### src/rtl/exc_unit_pkg.sv
package exc_unit_pkg;
  // Strobes from control to datapath; at most one is high in a cycle.
  typedef struct packed {
    logic push;
    logic pop;
    logic load;
  } stackOpT;
endpackage

### src/rtl/exc_ctrl.sv
module exc_ctrl
  import exc_unit_pkg::*;
(
  input  logic    clk,
  input  logic    rstN,
  input  logic    excReq,
  input  logic    retStrobe,
  input  logic    stWrEn,
  output stackOpT op,
  output logic    redirValid
);
  // Priority: exception, then return, then status write.
  always_comb begin
    op.push = excReq;
    op.pop  = retStrobe && !excReq;
    op.load = stWrEn && !excReq && !retStrobe;
  end

  always_ff @(posedge clk) begin
    if (!rstN) redirValid <= 1'b0;
    else       redirValid <= excReq;
  end
endmodule

### src/rtl/exc_datapath.sv
module exc_datapath
  import exc_unit_pkg::*;
#(
  parameter int ADDR_W      = 32,
  parameter int DEPTH       = 3,
  parameter int INSTR_BYTES = 4
) (
  input  logic              clk,
  input  logic              rstN,
  input  stackOpT           op,
  input  logic [ADDR_W-1:0] excPc,
  input  logic              excInSlot,
  input  logic [DEPTH-1:0]  wrKu,
  input  logic [DEPTH-1:0]  wrIe,
  output logic [DEPTH-1:0]  kuStack,
  output logic [DEPTH-1:0]  ieStack,
  output logic [ADDR_W-1:0] epc,
  output logic              bd
);
  localparam logic [ADDR_W-1:0] SLOT_BACK = ADDR_W'(INSTR_BYTES);

  logic [DEPTH-1:0] pushKu, pushIe, popKu, popIe;

  for (genvar lvl = 0; lvl < DEPTH; lvl++) begin : g_lvl
    if (lvl == 0) begin : g_bottom
      assign pushKu[lvl] = 1'b0;
      assign pushIe[lvl] = 1'b0;
    end else begin : g_shiftUp
      assign pushKu[lvl] = kuStack[lvl-1];
      assign pushIe[lvl] = ieStack[lvl-1];
    end
    if (lvl == DEPTH - 1) begin : g_top
      assign popKu[lvl] = kuStack[lvl];
      assign popIe[lvl] = ieStack[lvl];
    end else begin : g_shiftDown
      assign popKu[lvl] = kuStack[lvl+1];
      assign popIe[lvl] = ieStack[lvl+1];
    end
  end

  always_ff @(posedge clk) begin
    if (!rstN) begin
      kuStack <= '0;
      ieStack <= '0;
    end else if (op.push) begin
      kuStack <= pushKu;
      ieStack <= pushIe;
    end else if (op.pop) begin
      kuStack <= popKu;
      ieStack <= popIe;
    end else if (op.load) begin
      kuStack <= wrKu;
      ieStack <= wrIe;
    end
  end

  always_ff @(posedge clk) begin
    if (!rstN) begin
      epc <= '0;
      bd  <= 1'b0;
    end else if (op.push) begin
      epc <= excInSlot ? (excPc - SLOT_BACK) : excPc;
      bd  <= excInSlot;
    end
  end
endmodule

### src/rtl/exc_unit.sv
module exc_unit
  import exc_unit_pkg::*;
#(
  parameter int                ADDR_W      = 32,
  parameter int                DEPTH       = 3,
  parameter int                INSTR_BYTES = 4,
  parameter logic [ADDR_W-1:0] HANDLER_VEC = 32'h8000_0080
) (
  input  logic              clk,
  input  logic              rstN,
  input  logic              excReq,
  input  logic [ADDR_W-1:0] excPc,
  input  logic              excInSlot,
  input  logic              retStrobe,
  input  logic              stWrEn,
  input  logic [DEPTH-1:0]  stWrKu,
  input  logic [DEPTH-1:0]  stWrIe,
  output logic [DEPTH-1:0]  kuStack,
  output logic [DEPTH-1:0]  ieStack,
  output logic [ADDR_W-1:0] epcOut,
  output logic              causeBd,
  output logic              redirValid,
  output logic [ADDR_W-1:0] redirAddr
);
  stackOpT op;

  exc_ctrl u_ctrl (
    .clk(clk), .rstN(rstN), .excReq(excReq), .retStrobe(retStrobe),
    .stWrEn(stWrEn), .op(op), .redirValid(redirValid)
  );

  exc_datapath #(.ADDR_W(ADDR_W), .DEPTH(DEPTH), .INSTR_BYTES(INSTR_BYTES)) u_dp (
    .clk(clk), .rstN(rstN), .op(op), .excPc(excPc), .excInSlot(excInSlot),
    .wrKu(stWrKu), .wrIe(stWrIe), .kuStack(kuStack), .ieStack(ieStack),
    .epc(epcOut), .bd(causeBd)
  );

  assign redirAddr = redirValid ? HANDLER_VEC : '0;
endmodule

### config.mk
export PLATFORM = sky130hd
export DESIGN_NAME = exc_unit
export DESIGN_NICKNAME = d
export VERILOG_FILES = /design/src/rtl/exc_unit_pkg.sv /design/src/rtl/exc_ctrl.sv /design/src/rtl/exc_datapath.sv /design/src/rtl/exc_unit.sv
export SDC_FILE = /design/constraint.sdc
export NUM_CORES = 1
export LEC_CHECK = 0
export BUFFER_PORTS_ARGS = -buffer_cell sky130_fd_sc_hd__buf_2
export CAP_MARGIN = 10
export CORE_MARGIN = 3
export CORE_UTILIZATION = 46
export DETAILED_ROUTE_END_ITERATION = 10
export PLACE_DENSITY_LB_ADDON = 0.1
export SKIP_CTS_REPAIR_TIMING = 1
export SYNTH_ARGS = -nofsm -noshare
export SYNTH_HDL_FRONTEND = slang
export SYNTH_HIERARCHICAL = 1
export SYNTH_SLANG_ARGS = --single-unit
### constraint.sdc
create_clock -name clk -period 1.8 [get_ports clk]
set_input_delay 0.09 -clock clk [delete_from_list [all_inputs] [get_ports clk]]
set_output_delay 0.09 -clock clk [all_outputs]
set_load 0.005 [all_outputs]
==> flow_metrics.tcl <==
set metrics [dict create \
    nNetsFinal 407 \
    rrSetupSlack_ns 0.81 \
    synth_cell_types 42 \
    wl_um 5260 \
    crit_fanout 4 \
    cap_violations 0 \
    numPortBuffers 85 \
    fin_crit_ns 1.48 \
    yosysMostFrequentCell "dfxtp_1" \
    startpoint_type "input pin" \
    path_cells "buf_2, nor4_2, nand4_1, or2_0, or4b_1, a31oi_1" \
    post-route-drc-count 0 \
    ys_seq_area_share_pct 34.1 \
    crit_buf_inv 1 \
    finalMaxSlewViolations 0 \
    worstMarginPinSlew_ns 0.558 \
    start_util_pct 48.8 \
    antenna-diode-count 0 \
    syn_inst 277 \
    r2r_end "u_dp/kuStack[1]" \
    htree_levels 2 \
    maxSlewHeadroom_pct 62.8 \
    skew_ns 0.00375 \
    yosysWarnings 6 \
    first_global_vias 1902 \
    ir_drop_uv 397 \
    place_area_mm2 0.00275 \
    gp_congestion 0.797 \
    finalHoldViolCount 0 \
    rr_startpoint "u_dp/kuStack[2]" \
    synth_common_cells "dfxtp_1 (40), buf_4 (33), o21ai_0 (29), a21oi_1 (27), xnor2_1 (19)" \
    outcome "complete, no violations" \
    grt_pass1_wl_um 8810 \
    final_cell_area_mm2 0.00285 \
    num_vias 2046 \
    crit_path_max_incr_delay_ns 0.50 \
    worstSetupPathDepth 6 \
    cpMaxStageDelayCell "or4b_1" \
    post-route-period-util_pct 82.1 \
    synth_edf_count 0 \
    cts.sinks 40 \
    antenna_left 0 \
    first_pass_iters 4 \
    synth_seq_cells 40 \
    rows 25 \
    cts_buffer_depth 2 \
    min_path_cells 3 \
    syn_area_mm2 0.00235 \
    grt_max_degree 40 \
    rsz0062_at_grt "false" \
    synthTopCellsByArea "dfxtp_1 (34%), buf_4 (11%), xnor2_1 (7.1%)" \
    area_delta_synth_final_pct 21.4 \
    tritoncts "yes" \
    dp_hpwl_um 4010 \
    power_w 0.00202 \
    overflow 0 \
    hp-start "excPc[0]" \
    finalSetupTns_ns 0 \
    worst_hold_path_type "in -> reg" \
    clk_latency_ns 0.29 \
    die_h_um 77.5 \
    synth.avg_cell_area_um2 8.49 \
    antenna_found_initial 0 \
    grt_usage_pct 17.9 \
    drive_gt1_share_pct 31.1 \
    ff2ff_path_depth 5 \
    wl_per_cell_um 12.2 \
    die_area_mm2 0.00600 \
    io_pins 116 \
    synth_ff_type "dfxtp_1" \
    clk_pin_slew_ns 0.07 \
    vias_per_cell 4.76 \
    fp.dieW_um 77.5 \
    holdWs_ns 0.0613 \
    cts_buffers 5 \
    hold_end "u_dp/epc[0]" \
    cts-root-buf "clkbuf_8" \
    drtIter0Drc 57 \
    setup_viol 0 \
    criticalPathCategory "in -> reg" \
    arrival_ns 1.69 \
    required_ns 2.02 \
    ys_async_sr_fraction_pct 0 \
    p_per_area_mw_per_mm2 709 \
    synth.top_cell.area_share_pct 34.1 \
    endpoint_kind "flop" \
    p_leak_nw 1.28 \
    critical-path-top-delay-family "simple AND/OR/NAND/NOR gates" \
    core_area_mm2 0.00482 \
    yosysTopAreaCell "dfxtp_1" \
    fmax_mhz 676 \
]
==> worst max path at each step <==
stage	from	end	slack [ns]
after floorplan	excPc[18]	u_dp/epc[31]	0.21
after global placement	excPc[12]	u_dp/epc[31]	0.06
after detailed placement	excPc[12]	u_dp/epc[31]	0.03
after CTS	excPc[12]	u_dp/epc[31]	0.33
after global routing	excPc[12]	u_dp/epc[31]	0.18
final	excPc[12]	u_dp/epc[31]	0.32
==> sequential cells by signal, indices dropped and copies added, names as in the netlist <==
name,flops
u_dp/epc,32
u_dp/ieStack,3
u_ctrl/redirValid,1
u_dp/kuStack,3
u_dp/bd,1
==> final cells by class <==
cell class                 count  area (µm²)
clock buffer                   6        72.6
clock inverter                 2        35.0
fill                         468        1960
inverter                       2        7.51
multi-input combinational    216        1340
sequential                    40         801
tap                           67        83.8
timing repair buffer          97         515
==> cells by family after synthesis <==
family	after synthesis	share of synthesized area, %
AOI/OAI and AO/OA	64	15.0
xor gates and xnor gates	26	9.69
adders and majority gates	1	0.532
buffers and inverters	50	13.6
DFF	40	34.1
muxes	10	4.26
other	1	0.160
and+or+nand+nor	85	22.7
==> stage by stage <==
stage | setup WS (ns) | utilization (%) | instances
floorplan | 0.208 | - | 306
global placement | 0.0624 | 57.0 | 422
detailed placement | 0.0346 | 57.0 | 422
CTS | 0.333 | 59.2 | 430
global route | 0.185 | 59.2 | 430
finish | 0.322 | 59.2 | 430
==> tightest hold or removal path: cells and delay by family <==
family,cells,cell delay [ns]
simple gates,1,0.09
buf+inv,1,0.07
mux,1,0.06
==> cell usage in the layout, fill, tap and decap left out, types with 6 or more instances in the layout <==
cell and count:
o21ai_0 29, buf_2 85, xor2_1 7, dfxtp_1 40
nand2_1 12, a21oi_1 27, conb_1 30, nor2_1 17
xnor2_1 19, nor4_1 8, buf_4 12, mux2i_1 10
nor3_1 6
==> per-layer routing <==
| layer | vias up | part of all wire [%] | GRT usage, % |
|---|---|---|---|
| met5 | - | 0 | 0 |
| met4 | 0 | 0.84 | 4.80 |
| met3 | 4 | 7.4 | 4.52 |
| met2 | 74 | 47 | 29.4 |
| met1 | 893 | 45 | 23.2 |
| li1 | 1075 | - | - |
==> power by group <==
part	total [W]	leakage, nW	switching, W	internal, W
sequential	0.000968	0.331	0.0000263	0.000941
combinational	0.000347	0.898	0.000186	0.000161
clock	0.000708	0.0552	0.000296	0.000411
total	0.00202	1.28	0.000509	0.00151
Note: power is estimated with default switching activity, not from simulation.
